===== src/rtl/hiw_mac_pkg.sv =====
package hiw_mac_pkg;
  typedef enum logic [1:0] {
    MODE_MUL = 2'b00,
    MODE_ADD = 2'b01,
    MODE_SUB = 2'b10,
    MODE_RSV = 2'b11
  } mode_e;
endpackage


===== src/rtl/hiw_mult.sv =====
module hiw_mult #(
  parameter int WIDTH = 32
) (
  input  logic [WIDTH-1:0]   a,
  input  logic [WIDTH-1:0]   b,
  output logic [2*WIDTH-1:0] prod
);
  localparam int PW = 2 * WIDTH;

  logic [PW-1:0] a_x;
  logic [PW-1:0] b_x;

  assign a_x  = {{WIDTH{a[WIDTH-1]}}, a};
  assign b_x  = {{WIDTH{b[WIDTH-1]}}, b};
  assign prod = a_x * b_x;

  always_comb begin
    if (a != '0 && b != '0) begin

      prod_sign_chk: assert (prod[PW-1] == (a[WIDTH-1] ^ b[WIDTH-1]))
        else $error("signed product has wrong sign");
    end
  end
endmodule


===== src/rtl/hiw_comb.sv =====
module hiw_comb
  import hiw_mac_pkg::*;
#(
  parameter int WIDTH = 32
) (
  input  logic [2*WIDTH-1:0] prod,
  input  logic [WIDTH-1:0]   acc,
  input  logic [1:0]         mode,
  input  logic               rnd,
  output logic [WIDTH-1:0]   hi
);
  localparam int PW = 2 * WIDTH;
  localparam logic [PW-1:0] RND_K = {{WIDTH{1'b0}}, 1'b1, {(WIDTH-1){1'b0}}};

  mode_e         m;
  logic [PW-1:0] base;
  logic [PW-1:0] kval;
  logic [PW-1:0] sum;

  assign m    = mode_e'(mode);
  assign kval = rnd ? RND_K : '0;

  always_comb begin
    case (m)
      MODE_ADD, MODE_SUB: base = {acc, {WIDTH{1'b0}}};
      default:            base = '0;
    endcase
    if (m == MODE_SUB) sum = base - prod + kval;
    else               sum = base + prod + kval;
  end

  assign hi = sum[PW-1:WIDTH];
endmodule


===== src/rtl/hiw_outreg.sv =====
module hiw_outreg #(
  parameter int WIDTH = 32
) (
  input  logic             clk,
  input  logic             rst,
  input  logic             ld,
  input  logic [WIDTH-1:0] d,
  output logic             q_vld,
  output logic [WIDTH-1:0] q
);
  always_ff @(posedge clk) begin
    if (rst) begin
      q_vld <= 1'b0;
      q     <= '0;
    end else begin
      q_vld <= ld;
      if (ld) q <= d;
    end
  end


  vld_rise_chk: assert property (@(posedge clk) disable iff (rst) ld |=> q_vld);

  vld_idle_chk: assert property (@(posedge clk) disable iff (rst) !ld |=> !q_vld);

  hold_word_chk: assert property (@(posedge clk) disable iff (rst) !ld |=> $stable(q));

  rst_clear_chk: assert property (@(posedge clk) rst |=> (!q_vld && q == '0));
endmodule


===== src/rtl/hiw_mac.sv =====
module hiw_mac
  import hiw_mac_pkg::*;
#(
  parameter int WIDTH = 32
) (
  input  logic             clk,
  input  logic             rst,
  input  logic             in_vld,
  input  logic [WIDTH-1:0] a,
  input  logic [WIDTH-1:0] b,
  input  logic [WIDTH-1:0] acc,
  input  logic [1:0]       mode,
  input  logic             rnd,
  output logic             res_vld,
  output logic [WIDTH-1:0] res
);
  localparam int PW = 2 * WIDTH;
  localparam logic [WIDTH-1:0] MOST_NEG = {1'b1, {(WIDTH-1){1'b0}}};
  localparam logic [WIDTH-1:0] QUARTER  = {2'b01, {(WIDTH-2){1'b0}}};

  logic [PW-1:0]    prod;
  logic [WIDTH-1:0] hi;

  hiw_mult #(.WIDTH(WIDTH)) u_mult (
    .a    (a),
    .b    (b),
    .prod (prod)
  );

  hiw_comb #(.WIDTH(WIDTH)) u_comb (
    .prod (prod),
    .acc  (acc),
    .mode (mode),
    .rnd  (rnd),
    .hi   (hi)
  );

  hiw_outreg #(.WIDTH(WIDTH)) u_oreg (
    .clk   (clk),
    .rst   (rst),
    .ld    (in_vld),
    .d     (hi),
    .q_vld (res_vld),
    .q     (res)
  );


  neg_square_chk: assert property (@(posedge clk) disable iff (rst)
    (in_vld && a == MOST_NEG && b == MOST_NEG && acc == '0 && mode != MODE_SUB)
      |=> (res == QUARTER));
endmodule


===== config.mk =====
export PLATFORM = sky130hd
export DESIGN_NAME = hiw_mac
export DESIGN_NICKNAME = d
export VERILOG_FILES = /design/src/rtl/hiw_mac_pkg.sv /design/src/rtl/hiw_mult.sv /design/src/rtl/hiw_comb.sv /design/src/rtl/hiw_outreg.sv /design/src/rtl/hiw_mac.sv
export SDC_FILE = /design/constraint.sdc
export NUM_CORES = 2
export LEC_CHECK = 0
export BUFFER_PORTS_ARGS = -buffer_cell sky130_fd_sc_hd__clkbuf_2
export CORE_ASPECT_RATIO = 0.9
export CORE_MARGIN = 1.5
export CORE_UTILIZATION = 67
export CTS_CLUSTER_SIZE = 28
export DETAILED_ROUTE_END_ITERATION = 8
export PLACE_DENSITY_LB_ADDON = 0.3
export SYNTH_ARGS = -nofsm -noshare
export SYNTH_HDL_FRONTEND = slang
export SYNTH_SLANG_ARGS = --single-unit

===== constraint.sdc =====
create_clock -name clk -period 15.8 [get_ports clk]
set_input_delay 2.37 -clock clk [delete_from_list [all_inputs] [get_ports clk]]
set_output_delay 2.37 -clock clk [all_outputs]
set_load 0.005 [all_outputs]

* After elaboration in Yosys (flattened, before gate mapping)
Cells that the tools add are included.
Storage, ports and cells: bits of input ports 102, flip-flop bits (word level) 33, logic and storage cells 13, output and inout bits 33
Operators by class: multiply operators 1, reduce and logical (&&, ||, !) cells 1, $add $sub $neg 4, equal/unequal tests 2, muxes and demuxes 3
Operators by type and width (count):
- $add 64x64->64 | 3
- $mux 64 | 2
- $mul 32x32->64 | 1
- $sub 64x64->64 | 1
- $mux 32 | 1
- $eq 2x1->1 const B | 1
- $eq 2x2->1 const B | 1
- $reduce_or 2->1 | 1

* Longest topological paths before layout
depth in word-level cells 6, gate-level depth with buffers 46, depth with buffers taken out 43

* Cells and area by module
From an unflattened synthesis, not the netlist that was laid out.
Second synthesis, totals: cells, all modules 4572, area total of the unflattened synthesis 41352.2 um2
Modules (own cells, without submodules):
- hiw_mult | sequential area each 0.0 um2, area an instance 36158.4 um2, cells each 3876, instances 1
- hiw_comb | sequential area each 0.0 um2, area an instance 3991.3 um2, cells each 590, instances 1
- hiw_outreg | sequential area each 660.6 um2, area an instance 1202.4 um2, cells each 106, instances 1

* Worst setup path after synthesis
OpenSTA, ideal clock, no wires.
path kind input to register, from input b[5], to register u_oreg.q[30], cell stages on the path 41, buffers on the path 2, setup time 0.117 ns, path slack 3.695 ns, data arrival time 11.988 ns, required time 15.683 ns, cell sequence clkbuf_1 -> nand2_1 -> inv_1 -> fa_1 -> fa_1 -> fa_1 -> fa_1 -> inv_1 -> fa_1 -> inv_1 -> fa_1 -> inv_1 -> fa_1 -> inv_1 -> fa_1 -> ha_1 -> and2_1 -> nand2_1 -> (+5 left out) -> a21o_1 -> a21oi_1 -> nor2b_1 -> nor2_1 -> xor2_1 -> ha_1 -> buf_2 -> inv_1 -> a21oi_1 -> nor2_1 -> nor2_1 -> nor2_1 -> a311o_1 -> maj3_1 -> a21oi_2 -> or2b_2 -> mux2i_1 -> a32o_1
On the way: word-level cells in the longest chain between the ends 4, elaborated cells on any way between the ends 6, classes of those cells add/sub (4); mul (1); mux (1)
RTL lines:
- from (decl) | line hiw_mac.sv:10 | input logic [WIDTH-1:0] b,
- $mul 32x32->64 (*) | line hiw_mult.sv:15 | assign prod = a_x * b_x;
- $add 64x64->64 / $sub 64x64->64 (equally long branches) | line hiw_comb.sv:29, hiw_comb.sv:28
- $add 64x64->64, on equally long branches | line hiw_comb.sv:29, hiw_comb.sv:28
- $mux 64 (*) | line hiw_comb.sv:28 | if (m == MODE_SUB) sum = base - prod + kval;
- to (signal assigned) | line hiw_outreg.sv:14 | q <= '0;
- to (signal assigned) | line hiw_outreg.sv:17 | if (ld) q <= d;
- to (decl) | line hiw_outreg.sv:9 | output logic [WIDTH-1:0] q
Mark *: on every way between the ends. The rest lies on a longest branch, timed or not. A chain may end at the register's enable or synchronous reset.

* Worst setup path in the final report
Ends and elaborated chain as after synthesis.

==> impl.org <==
** Outcome
- The run finished with clean final reports.

** Logic synthesis
- For this run, the leading register cell type out of synthesis is dfxtp_1.
- Count of flip-flops with a built-in enable after synthesis :: 0
- Total nets after synthesis :: 5974
- Sequential fraction of the synthesis area :: 0.01607
- Dividing the synthesized area by the synthesized cell count gives 9.051 µm².
- Library cell occupying the most area in the post-synthesis netlist :: fa_1
- Counting flops with an async set or reset pin after synthesis yields a share of 0.
- Area share of the largest cell type after synthesis :: 0.5275
- The synthesized netlist occupies a cell area of 0.04110 mm².
- Warning count from the yosys run :: 0
- Flops & latches, synth :: 33
- Yosys mapped the design onto 90 distinct sky130hd cell types.
- The cell count after synthesis came out at 4541.
- In the post-synthesis netlist, the biggest area contributors are fa_1 53%, inv_1 9.2%, ha_1 7.5%.

** Worst setup path
- The worst register-to-register path begins at u_oreg.q[31]$_SDFFE_PP0P_.
- Critical path required time :: 16.02 ns
- Sort of element at the end of the critical path :: flop
- Top Family by Delay on Critical Path :: adder cells
- For this run, the slowest stage of the critical path takes 1.09 ns.
- Crit path buffers/inverters :: 7
- Setup crit start kind :: input port
- In this design, the critical path's most frequently occurring cell is fa_1.
- Critical path fanouts, max :: 32
- At the worst endpoint, the arrival time is 13.71 ns.
- The slowest stage of the critical path belongs to the cell fa_1.
- The setup path with the least slack is of type in -> reg.
- The critical path starts at b[5].

** Floorplan
- For this design the top-level I/O count stands at 135.
- The initial utilization of the core area, before any placement, comes to 0.6828.
- The die is 264.1 µm wide.
- The floorplan step set the die height to 238.0 µm.
- Die ar. :: 0.06284 mm²
- The floorplan step defined a core boundary enclosing 0.06020 mm².
- The initialized floorplan defines 85 standard-cell rows.

** Final layout
- Highest-count cells in the layout ignoring fill and taps :: 1083 x fa_1, 1012 x inv_1, 567 x nand2_1
- After the last flow step, the layout net total stands at 5889.
- Area growth from synthesis to layout :: 2.490%
- Final standard cell area without fillers :: 0.04212 mm²
- Filler cells :: 4535
- Once layout is complete, the utilization of the core stands at 0.6998.
- In the final layout, the share of cells above drive strength 1 is 0.04487.
- The library cell used most frequently in the layout, excluding fill and tap cells, is fa_1.

** Placement
- During placement, the flow inserted port buffers numbering 134.
- In this run the cell area measured after placement is 0.04195 mm².
- Once detailed placement completed, the half-perimeter wirelength came to 85970 µm.
- Pre-CTS setup slack :: 2.135 ns
- At the end of routability-driven placement, the weighted congestion stood at 0.9666.

** Clock network
- After clock tree synthesis, the clock-pin slew on the worst setup and hold paths is 0.06 ns.
- CTS tree :: done
- After clock tree synthesis, the flow added hold-fix buffers numbering 0.
- The clock passes through at most 2 buffers.
- Clock tree root driver cell :: clkbuf_16
- Max H-tree Level :: 2
- In this run, CTS created clock tree buffers numbering 5.
- Counting every sink on the clock net gives 33.
- In this run, post-CTS repair resized a total of 0 instances.
- For the worst-skew pair, the clock arrives at the later sink with an insertion delay of 0.28 ns.
- In this run the post-CTS setup repair buffer count came out at 0.

** Timing
- Total negative slack for setup checks :: 0 ns
- The final-report max-slew violation count came to 0.
- Period Utilization, post-route :: 0.8537
- The final count of hold timing violations was 0.
- Final setup viols :: 0
- Worst Skew :: 0 ns
- Setup ws final :: 2.312 ns
- The smallest clock period supported by the final layout is computed as 13.49 ns.
- Timing would allow up to 74.14 MHz.
- Setup repair after global routing missed its margin :: no
- In this run the tightest slew margin relative to its limit is 0.3278.
- Worst Tran Pin Value :: 1.008 ns

** Detailed routing
- Routed wire length :: 104200 µm
- For this run, the detailed router's first-pass iteration total came to 5.
- After detailed routing, the number of remaining DRC violations is 0.
- The detailed router placed 30637 vias in this run.
- Routed WL per cell :: 19.89 µm
- The detail route stage leaves a number of antenna-violating nets equal to 0.
- For this block, the initial DRC count from the detailed router was 2256.
- Post-DR vias/cell :: 5.845

** Global route
- Wire length of the first global-routing pass :: 172300 µm
- Congestion Overflow GR :: 0
- Initial antenna violation count :: 2
- Total Routing Usage GR :: 0.3490
- Entering global routing, the biggest net connects 48 pins.
- The via count of the first global-routing pass is 33350.

** Worst hold path
- HP Start :: u_oreg.q[21]$_SDFFE_PP0P_
- In this run the worst hold path is classified as reg -> reg.

** Run
- The tool flagged a number of max-cap violations equal to 0.
[tightest hold or removal path, cell delays in order (launching register included)]
cell	delay, ns
dfxtp_1	0.31
nand2_1	0.06
a21oi_1	0.05
[path summary, 6_finish.rpt]
path	to	slack [ns]	depth (start not counted)
max	u_oreg.q[30]$_SDFFE_PP0P_	2.31	40
min reg2reg	u_oreg.q[21]$_SDFFE_PP0P_	0.47	2
min	u_oreg.q[21]$_SDFFE_PP0P_	0.47	2
max reg2reg	u_oreg.q[31]$_SDFFE_PP0P_	14.97	2
[per-layer routing]
| layer | global-route usage | vias to the layer above | part of all wire |
|---|---|---|---|
| met5 | 0 | - | 0.00011 |
| met4 | 0.1588 | 2 | 0.054 |
| met3 | 0.05191 | 330 | 0.076 |
| met2 | 0.6010 | 1372 | 0.50 |
| met1 | 0.4389 | 15678 | 0.37 |
| li1 | - | 13255 | - |
[cell families after synthesis]
kind of cell / Yosys count / synth area share
AOI/OAI and AO/OA: 421 / 0.07230
xor gates and xnor gates: 93 / 0.02000
adders and majority gates: 1332 / 0.6032
buffers and inverters: 1256 / 0.1152
DFF: 33 / 0.01607
muxes: 21 / 0.005114
and+or+nand+nor: 1385 / 0.1681
[sequential cells by signal, summed over array words and instances, names as in the netlist]
signal and count:
u_oreg.q 32, u_oreg.q_vld 1
[synth_stat cells (8+ instances only)]
library cell	instances
clkbuf_1	229
a211oi_1	17
a22o_1	10
a21o_1	51
o31ai_1	13
or2_2	8
ha_1	248
and2_1	488
nor3_1	24
a21oi_1	110
o21a_1	14
o21ai_0	60
nand3_1	22
fa_1	1083
nand2b_1	27
or3_1	16
a31oi_1	18
and3_1	9
mux2i_1	21
o211ai_1	15
dfxtp_1	33
inv_1	1012
o21bai_1	22
nand2_1	567
nor2_1	138
nand4_1	17
xnor2_1	65
nor2b_1	43
xor2_1	27
[layout make-up]
type / count / area [µm²] / area share
antenna: 2 / 5.005 / 0.0001188
clock buffer: 7 / 142.6 / 0.003386
multi-input combinational: 3252 / 35710 / 0.8476
timing repair buffer: 151 / 798.3 / 0.01895
sequential: 33 / 660.6 / 0.01568
inverter: 1013 / 3802 / 0.09027
tap: 783 / 979.7 / 0.02326
clock inverter: 1 / 30.03 / 0.0007129
[through the flow]
stage	std cells	hold WS [ns]
final	5242	0.4741
after global routing	5240	0.4959
after CTS	5240	0.4743
after detailed placement	5232	0.4662
after global placement	5232	0.4604
after floorplan	4541	0.4575
Power is left out: the tool's default activity adds up to more than one toggle a clock period on the data nets, which glitch-free logic cannot reach.
